==> src/rtl/tt_sync_pkg.sv <==
package tt_sync_pkg;
  localparam int unsigned TIME_W = 16;
  typedef logic [TIME_W-1:0] time_t;
endpackage

==> src/rtl/tt_local_timer.sv <==
module tt_local_timer
  import tt_sync_pkg::*;
(
  input  logic  clk_i,
  input  logic  rst_ni,
  input  logic  tick_en_i,
  output time_t time_o
);
  time_t cnt_q;

  always_ff @(posedge clk_i or negedge rst_ni) begin
    if (!rst_ni)        cnt_q <= '0;
    else if (tick_en_i) cnt_q <= cnt_q + time_t'(1);
  end

  assign time_o = cnt_q;
endmodule

==> src/rtl/tt_mark_capture.sv <==
module tt_mark_capture
  import tt_sync_pkg::*;
(
  input  logic  clk_i,
  input  logic  rst_ni,
  input  time_t now_i,
  input  logic  sof_i,
  input  logic  eof_i,
  input  logic  ref_valid_i,
  output time_t sync_mark_o,
  output time_t ref_mark_o,
  output logic  ref_loaded_o
);
  time_t sync_q, ref_q;
  logic  load_q;
  logic  accept;

  assign accept = eof_i & ref_valid_i;

  // tentative capture; always overwritten by the latest start of frame
  always_ff @(posedge clk_i or negedge rst_ni) begin
    if (!rst_ni)    sync_q <= '0;
    else if (sof_i) sync_q <= now_i;
  end

  // commit uses the capture held before this edge
  always_ff @(posedge clk_i or negedge rst_ni) begin
    if (!rst_ni) begin
      ref_q  <= '0;
      load_q <= 1'b0;
    end else begin
      load_q <= accept;
      if (accept) ref_q <= sync_q;
    end
  end

  assign sync_mark_o  = sync_q;
  assign ref_mark_o   = ref_q;
  assign ref_loaded_o = load_q;
endmodule

==> src/rtl/tt_cycle_calc.sv <==
module tt_cycle_calc
  import tt_sync_pkg::*;
(
  input  time_t now_i,
  input  time_t origin_i,
  output time_t cycle_o
);
  // modulo subtraction; wrap handled by width truncation
  assign cycle_o = now_i - origin_i;
endmodule

==> src/rtl/tt_cycle_sync.sv <==
module tt_cycle_sync
  import tt_sync_pkg::*;
(
  input  logic              clk_i,
  input  logic              rst_ni,
  input  logic              tick_en_i,
  input  logic              sof_i,
  input  logic              eof_i,
  input  logic              ref_valid_i,
  output logic [TIME_W-1:0] local_time_o,
  output logic [TIME_W-1:0] sync_mark_o,
  output logic [TIME_W-1:0] ref_mark_o,
  output logic [TIME_W-1:0] cycle_time_o,
  output logic              ref_loaded_o
);
  time_t now, sync_mark, ref_mark, cycle;

  tt_local_timer u_timer (
    .clk_i     (clk_i),
    .rst_ni    (rst_ni),
    .tick_en_i (tick_en_i),
    .time_o    (now)
  );

  tt_mark_capture u_marks (
    .clk_i        (clk_i),
    .rst_ni       (rst_ni),
    .now_i        (now),
    .sof_i        (sof_i),
    .eof_i        (eof_i),
    .ref_valid_i  (ref_valid_i),
    .sync_mark_o  (sync_mark),
    .ref_mark_o   (ref_mark),
    .ref_loaded_o (ref_loaded_o)
  );

  tt_cycle_calc u_cycle (
    .now_i    (now),
    .origin_i (ref_mark),
    .cycle_o  (cycle)
  );

  assign local_time_o = now;
  assign sync_mark_o  = sync_mark;
  assign ref_mark_o   = ref_mark;
  assign cycle_time_o = cycle;
endmodule

==> config.mk <==
export PLATFORM = sky130hd
export DESIGN_NAME = tt_cycle_sync
export DESIGN_NICKNAME = d
export VERILOG_FILES = /design/src/rtl/tt_sync_pkg.sv /design/src/rtl/tt_local_timer.sv /design/src/rtl/tt_mark_capture.sv /design/src/rtl/tt_cycle_calc.sv /design/src/rtl/tt_cycle_sync.sv
export SDC_FILE = /design/constraint.sdc
export NUM_CORES = 1
export LEC_CHECK = 0
export BUFFER_PORTS_ARGS = -buffer_cell sky130_fd_sc_hd__buf_2
export CAP_MARGIN = 5
export CELL_PAD_IN_SITES_DETAIL_PLACEMENT = 1
export CELL_PAD_IN_SITES_GLOBAL_PLACEMENT = 1
export CORE_UTILIZATION = 42
export CTS_BUF_LIST = sky130_fd_sc_hd__clkbuf_8
export CTS_CLUSTER_SIZE = 25
export DETAILED_ROUTE_END_ITERATION = 10
export GPL_ROUTABILITY_DRIVEN = 0
export PLACE_DENSITY = 0.88
export SYNTH_ARGS = -nofsm -noshare
export SYNTH_HDL_FRONTEND = slang
export SYNTH_SLANG_ARGS = --single-unit
==> constraint.sdc <==
create_clock -name clk_i -period 2.8 [get_ports clk_i]
set_input_delay 0.14 -clock clk_i [delete_from_list [all_inputs] [get_ports clk_i]]
set_output_delay 0.14 -clock clk_i [all_outputs]
set_load 0.05 [all_outputs]
==> results by group, run 1 <==
STA
  – Max Fclk: roughly 370 MHz
  – Worst-Margin Slew: about 1.1 ns
  – Clk_skew: approximately 0.0065 ns
  – Crit share post-route: a little over nine tenths
  – Minimum clock period: ~2.7 ns
  – Worst hold margin: approximately 0.04 ns
  – # setup viols final: 0
  – Slew Limit Fails: 0
  – Final Hold Fails: 0
  – Normalized max-slew margin: between 20% and 30%

Finish
  – Finished Layout Cells: ~430
  – Post-Layout Inst Area: ~3400 µm²
  – Synthesis-to-layout area growth: 24.7%
  – Sequential Area: ~1200 µm²
  – Fillers: about 750
  – Diodes inserted: 0
  – Multi-input gate area: 1460 µm²
  – Share of layout cells above drive strength 1: between 30% and 40%
  – Nets: between 300 and 400

Setup path
  – Reg2Reg Depth: 5
  – Setup crit end: cycle_time_o[10]
  – Setup crit end kind: output port
  – Reg-to-reg endpoint: u_timer.time_o[11]
  – Arrival time of the worst setup path: between 2 and 3 ns
  – CP max FO: 3
  – Critical Path Start: u_timer.time_o[0]
  – CP required: 2.66 ns
  – Crit Path Category: reg2out
  – CP Launch Type: flip-flop
  – R2r startpoint: u_timer.time_o[3]
  – R2R Setup Slk: 1.01 ns

Synth
  – Unique masters post-synth: 44
  – Most frequent cell after synthesis: dfrtp_1
  – Synthesized area per cell: 10.1 µm²
  – Synth area leaders: dfrtp_1 (45%), mux2_2 (7.4%), ha_1 (7.3%)
  – Seq/Total Area, Yosys: between 40 and 50%
  – Area leader, netlist: dfrtp_1
  – #FFs+latches synth: around 50
  – Ys Warns: 0
  – Cells after Synth: 269
  – Number of synthesized flops with an enable pin: 0
  – Synth cell count leaders: dfrtp_1 (49), nand2_1 (28), inv_1 (22)
  – Top-area cell type share of the netlist area: ~45%
  – Synth Net Count: about 290
  – Main flop type after synthesis: dfrtp_1
  – Synth async-reset ratio: between 90% and 100%
  – Mapped Area: 2730 µm²

Floorplan
  – Die W: 82.6 µm
  – Placement Rows: 29
  – Die area: 6830 µm²
  – Initial core utilization: between 40% and 50%
  – Core ar.: 6310 µm²
  – Ports: 71
  – Die height: slightly above 80 µm

Placement
  – Area after DPL: ~3200 µm²
  – Cells after DPL: ~410
  – I/O Buffers: 70
  – Post-DP HPWL: between 5000 and 6000 µm

Global routing
  – Largest net degree at the start of global routing: 50
  – Global-route wire length before repair: 12,100 µm
  – Gr usage total: about a quarter
  – Antenna violations before repair: 0
  – Vias in the first global route: 2,454
  – Grt total ovfl: 0

Drt
  – Final WL: approximately 8000 µm
  – Vias/cell: 5.61
  – Post-route ant nets: 0
  – DRT iter0 DRCs: 92
  – TritonRoute pass-1 iters: 4
  – Drc violations: 0
  – Routed vias: roughly 2,400
  – Routed len/inst: around 19 µm

Clocking
  – Root buffer cell: clkbuf_8
  – CTS max path bufs: 2
  – Clk_lat worst skew: 0.30 ns
  – Clk pin slew, worst setup/hold paths: ~0.08 ns
  – Num Clock Sinks: 49
  – TritonCTS Buffers: 5
  – Htree depth: 2
  – CTS tree: done

Run status
  – Outcome: finished, final reports clean

Hold path
  – Hold Crit Class: in2async

Job
  – Maxcap violations: 0
## placed cells by master, fill, tap and decap left out, types with 3 or more instances in the layout
cell      netlist  layout
xor2_1          5       5
dfrtp_2         0       4
buf_4           0      16
dfrtp_1        49      45
buf_2           2      65
a21oi_1        11       8
nand2b_1        3       3
clkbuf_8        0       5
ha_1           16      12
o211ai_1        3       3
a21oi_2         2       5
nand3_1         9       9
inv_1          22      24
mux2_2         18      18
nor3_1          6       5
nand2_1        28      28
a21o_1          4       4
xnor2_1        21      21
and3_1          4       4
nand4_1         7       7
nor2_1          7       7
o21ai_0        19      19
or3_1           3       3
## routing by layer
metal | part of all wire [%] | vias to the layer above | GRT usage (%)
met5 | 0 | - | 0
met2 | 52 | 51 | 39.7
met4 | 1.7 | 0 | 8.45
met1 | 44 | 1238 | 31.2
met3 | 2.2 | 12 | 2.75
li1 | - | 1106 | -
## registers in the layout, summed over array words and instances (netlist names)
signal and count:
u_marks.ref_mark_o 16, u_marks.sync_mark_o 16, u_timer.time_o 16, u_marks.ref_loaded_o 1
## how the worst min path moves through the flow
stage	startpoint	end
3_3_place_gp	rst_ni	u_marks.sync_mark_o[1]
3_5_place_dp	rst_ni	u_marks.sync_mark_o[1]
2_1_floorplan	rst_ni	u_marks.ref_loaded_o
4_1_cts	rst_ni	u_marks.sync_mark_o[1]
6_report	rst_ni	u_marks.sync_mark_o[1]
5_1_grt	rst_ni	u_marks.sync_mark_o[1]
## final cells by class
type,count,share of cell area (%)
clock buffers,5,2.02
clock inverters,3,0.331
inverters,22,2.42
multi-input cells,191,42.8
flip-flops and latches,49,36.1
well taps,77,2.83
repair buffers,82,13.4
## worst max-delay path, stage by stage (launching register included)
cell	delay [ns]
dfrtp_2	0.42
inv_2	0.09
ha_4	0.15
fa_2	0.21
and2b_1	0.21
o2111ai_2	0.24
a21oi_2	0.10
buf_4	0.16
or3_1	0.39
a21oi_2	0.13
buf_6	0.17
## what timing repair did
| action | CTS | global route |
|---|---|---|
| hold buffers | 0 | 0 |
| setup buffers | 3 | 7 |
| resized for setup | 8 | 12 |
| pin swaps | 1 | 4 |
| setup endpoints to repair | 4 | 5 |
| hold endpoints to repair | 0 | 0 |
## logic make-up (layout without fill, tap and decap cells)
kind of cell    Yosys count  in the layout  share of synthesized area [%]
compound gates           52             52                           12.4
xor+xnor                 26             26                           8.34
fa+ha+maj                17             17                           8.07
buf+inv                  29            112                           4.08
flops                    49             49                           44.9
mux                      20             20                           8.16
simple gates             76             76                           14.0
## per-stage QoR
| step | utilization, % | TNS (ns) | setup WS (ns) |
|---|---|---|---|
| after global routing | 53.9 | -0.0362 | -0.0189 |
| after global placement | 50.6 | 0 | 0.282 |
| final | 53.9 | 0 | 0.0949 |
| after floorplan | - | -0.0931 | -0.0466 |
| after CTS | 52.6 | 0 | 0.00862 |
| after detailed placement | 50.6 | 0 | 0.139 |
Power of run 1 is not shown: default switching activity piles up to over one toggle a cycle in this logic, so the estimate is an artifact.
==> inputs of run 2 (changes only) <==
--- a/config.mk
+++ b/config.mk
@@ -9,12 +9,12 @@
 export CAP_MARGIN = 5
 export CELL_PAD_IN_SITES_DETAIL_PLACEMENT = 1
 export CELL_PAD_IN_SITES_GLOBAL_PLACEMENT = 1
-export CORE_UTILIZATION = 42
-export CTS_BUF_LIST = sky130_fd_sc_hd__clkbuf_8
+export CORE_UTILIZATION = 40
+export CTS_BUF_LIST = sky130_fd_sc_hd__clkbuf_16
 export CTS_CLUSTER_SIZE = 25
 export DETAILED_ROUTE_END_ITERATION = 10
 export GPL_ROUTABILITY_DRIVEN = 0
-export PLACE_DENSITY = 0.88
+export PLACE_DENSITY_LB_ADDON = 0.1
 export SYNTH_ARGS = -nofsm -noshare
 export SYNTH_HDL_FRONTEND = slang
 export SYNTH_SLANG_ARGS = --single-unit
==> run 2 against run 1 <==
Effect of this change: clock-buffer cell count unchanged; critical path depth unchanged; via count is 4.9% lower; critical path type unchanged; utilization shrank 0.67 points; register-to-register slack improved by 0.08 ns; the run now ends with DRC, hold timing left; design area rose by 1.0%; non-clock buffer count decreased by 1; clock skew shrank 0.0028 ns; hold slack lost 0.063 ns.
==> results by group, run 2 (synthesized netlist as in run 1, its figures left out) <==
Setup path
  – Arrival time of the worst setup path: 2.55 ns (-0.02 ns)
  – Worst path cell trace: inv_2 -> ha_4 -> fa_2 -> and2b_1 -> o2111ai_2 -> a21oi_2 -> buf_4 -> or3_1 -> a21oi_2 -> buf_6
  – CP max-delay cell: dfrtp_2
  – Setup crit end kind: output port
  – CP required: 2.66 ns (about the same)
  – R2r startpoint: u_timer.time_o[3]
  – Setup crit end: cycle_time_o[10]
  – Reg2Reg Depth: 6 (+1)
  – WP buf/inv: 3 (unchanged)
  – R2R Setup Slk: 1.09 ns (+0.08 ns)
  – Critical Path Start: u_timer.time_o[0]
  – Crit-path leading delay family: simple AND/OR/NAND/NOR gates
  – Worst path depth: 10 (unchanged)
  – Crit Path Category: reg2out
  – Reg-to-reg endpoint: u_timer.time_o[11]
  – CP max FO: 3 (unchanged)
  – CP Launch Type: flip-flop
  – Largest stage delay on the critical path: 0.40 ns (-0.02 ns)
  – Most frequent cell on the critical path: a21oi_2

STA
  – Slew Limit Fails: 0 (unchanged)
  – Max Fclk: 372 MHz (+0.50%)
  – Worst-Margin Slew: 0.899 ns (-0.187 ns)
  – Setup TNS: 0 ns (unchanged)
  – Normalized max-slew margin: 40.1% (+12 points)
  – Worst hold margin: -0.0223 ns (-0.0627 ns)
  – Crit share post-route: 96.1% (-0.48 points)
  – Slack of the critical path: 0.108 ns (+0.0134 ns)
  – # setup viols final: 0 (unchanged)
  – RSZ-0062 raised after global routing: no
  – Clk_skew: 0.00369 ns (-0.00279 ns)
  – Final Hold Fails: 40 (+40)
  – Minimum clock period: 2.69 ns (-0.0134 ns)

Drt
  – Vias/cell: 5.35 (-4.6%)
  – Routed vias: 2,290 (-4.9%)
  – Post-route ant nets: 0 (unchanged)
  – Routed len/inst: 17.0 µm (-8.6%)
  – Final WL: 7270 µm (-8.8%)
  – TritonRoute pass-1 iters: 9 (+5)
  – Drc violations: 1 (+1)
  – DRT iter0 DRCs: 57 (-38%)

Global routing
  – Global-route wire length before repair: 11,900 µm (-2.3%)
  – Antenna violations before repair: 0 (unchanged)
  – Grt total ovfl: 0 (unchanged)
  – Largest net degree at the start of global routing: 42 (-16%)
  – Vias in the first global route: 2,314 (-5.7%)
  – Gr usage total: 21.5% (-2.1 points)

Run status
  – Outcome: finished, violations left
  – Violated checks: DRC, hold timing

Finish
  – Nets: 373 (-0.27%)
  – Commonest non-fill, non-tap cells in the layout: buf_2 (66), dfrtp_1 (46), nand2_1 (28), inv_1 (22), xnor2_1 (21)
  – Commonest non-fill, non-tap cell in the layout: buf_2
  – Final core occ: 53.3% (-0.67 points)
  – Diodes inserted: 0 (unchanged)
  – Share of layout cells above drive strength 1: 35.9% (-0.18 points)
  – Synthesis-to-layout area growth: 26.0%

Clocking
  – Num Clock Sinks: 49 (unchanged)
  – TritonCTS Buffers: 5 (unchanged)
  – CTS max path bufs: 2 (unchanged)
  – Clk_lat worst skew: 0.29 ns (about the same)
  – Htree depth: 2 (unchanged)
  – Hold buffers post-CTS: 0 (unchanged)
  – Clk pin slew, worst setup/hold paths: 0.06 ns (-0.02 ns)
  – Root buffer cell: clkbuf_16
  – CTS tree: done

Floorplan
  – Die height: 84.6 µm (+2.4%)
  – Initial core utilization: 42.3% (-0.97 points)
  – Die W: 84.6 µm (+2.4%)
  – Ports: 71 (unchanged)
  – Placement Rows: 29 (unchanged)
  – Core ar.: 6460 µm² (+2.3%)
  – Die area: 7160 µm² (+4.9%)

Placement
  – I/O Buffers: 70 (unchanged)
  – Post-DP HPWL: 5520 µm (-4.6%)
  – Place WS: 0.205 ns (+0.0655 ns)

Job
  – Maxcap violations: 0 (unchanged)

Hold path
  – Hold Crit Class: in2async
run 2: cell types whose count changed in the layout (fill, tap and decap cells not counted):
| cell | delta |
|---|---|
| buf_2 | +1 |
| dfrtp_1 | +1 |
| clkbuf_8 | -5 |
| clkinv_2 | +2 |
| ha_1 | +1 |
| ha_4 | -1 |
| dfrtp_2 | -1 |
| a21boi_0 | +1 |
| buf_4 | -2 |
| clkbuf_16 | +5 |
| a21boi_1 | -1 |
| inv_1 | -2 |
run 2: repair_timing:
item / CTS / global route
resized for setup: 3 / 13
setup endpoints to repair: 3 / 4
endpoints found under the hold margin: 0 / 0
buffers inserted: 1 / 4
pin swaps: 0 / 4
gates cloned: 0 / 0
run 2: final cells by class:
class / instances / area, µm²
clock inverter: 3 / 13.8
fill: 767 / 3020
sequential: 49 / 1230
inverter: 22 / 82.6
tap: 77 / 96.3
multi-input combinational: 191 / 1450
clock buffer: 5 / 125
timing repair buffer: 81 / 447
run 2: how the worst min path moves through the flow:
stage	start	to	slack, ns	cells past startpoint
2_1_floorplan	rst_ni	u_marks.ref_loaded_o	-0.16	0
3_3_place_gp	rst_ni	u_marks.sync_mark_o[1]	0.32	1
3_5_place_dp	rst_ni	u_marks.ref_mark_o[1]	0.33	1
4_1_cts	rst_ni	u_marks.ref_mark_o[1]	0.02	1
5_1_grt	rst_ni	u_marks.ref_mark_o[1]	0.05	1
6_report	rst_ni	u_marks.ref_mark_o[1]	-0.02	1
run 2: routing by layer:
metal | vias to the layer above | global-route usage, % | share of wire, %
li1 | 1104 | - | -
met1 | 1141 | 31.7 | 50
met2 | 40 | 32.7 | 46
met3 | 5 | 3.44 | 3.2
met4 | 0 | 6.01 | 1.1
met5 | - | 0 | 0
run 2: per-stage QoR:
stage	instances	cell area, µm²
final	428	3440
after global routing	428	3440
after CTS	424	3380
after detailed placement	415	3220
after global placement	415	3220
after floorplan	269	2760
run 2: worst register-to-register path, delay by kind of cell, from the launching register on:
kind | cells | cell delay (ns)
and+or+nand+nor | 4 | 0.89
xor gates and xnor gates | 1 | 0.16
DFF | 1 | 0.39
buffers and inverters | 1 | 0.16
Power of run 2 is left out for the same reason.
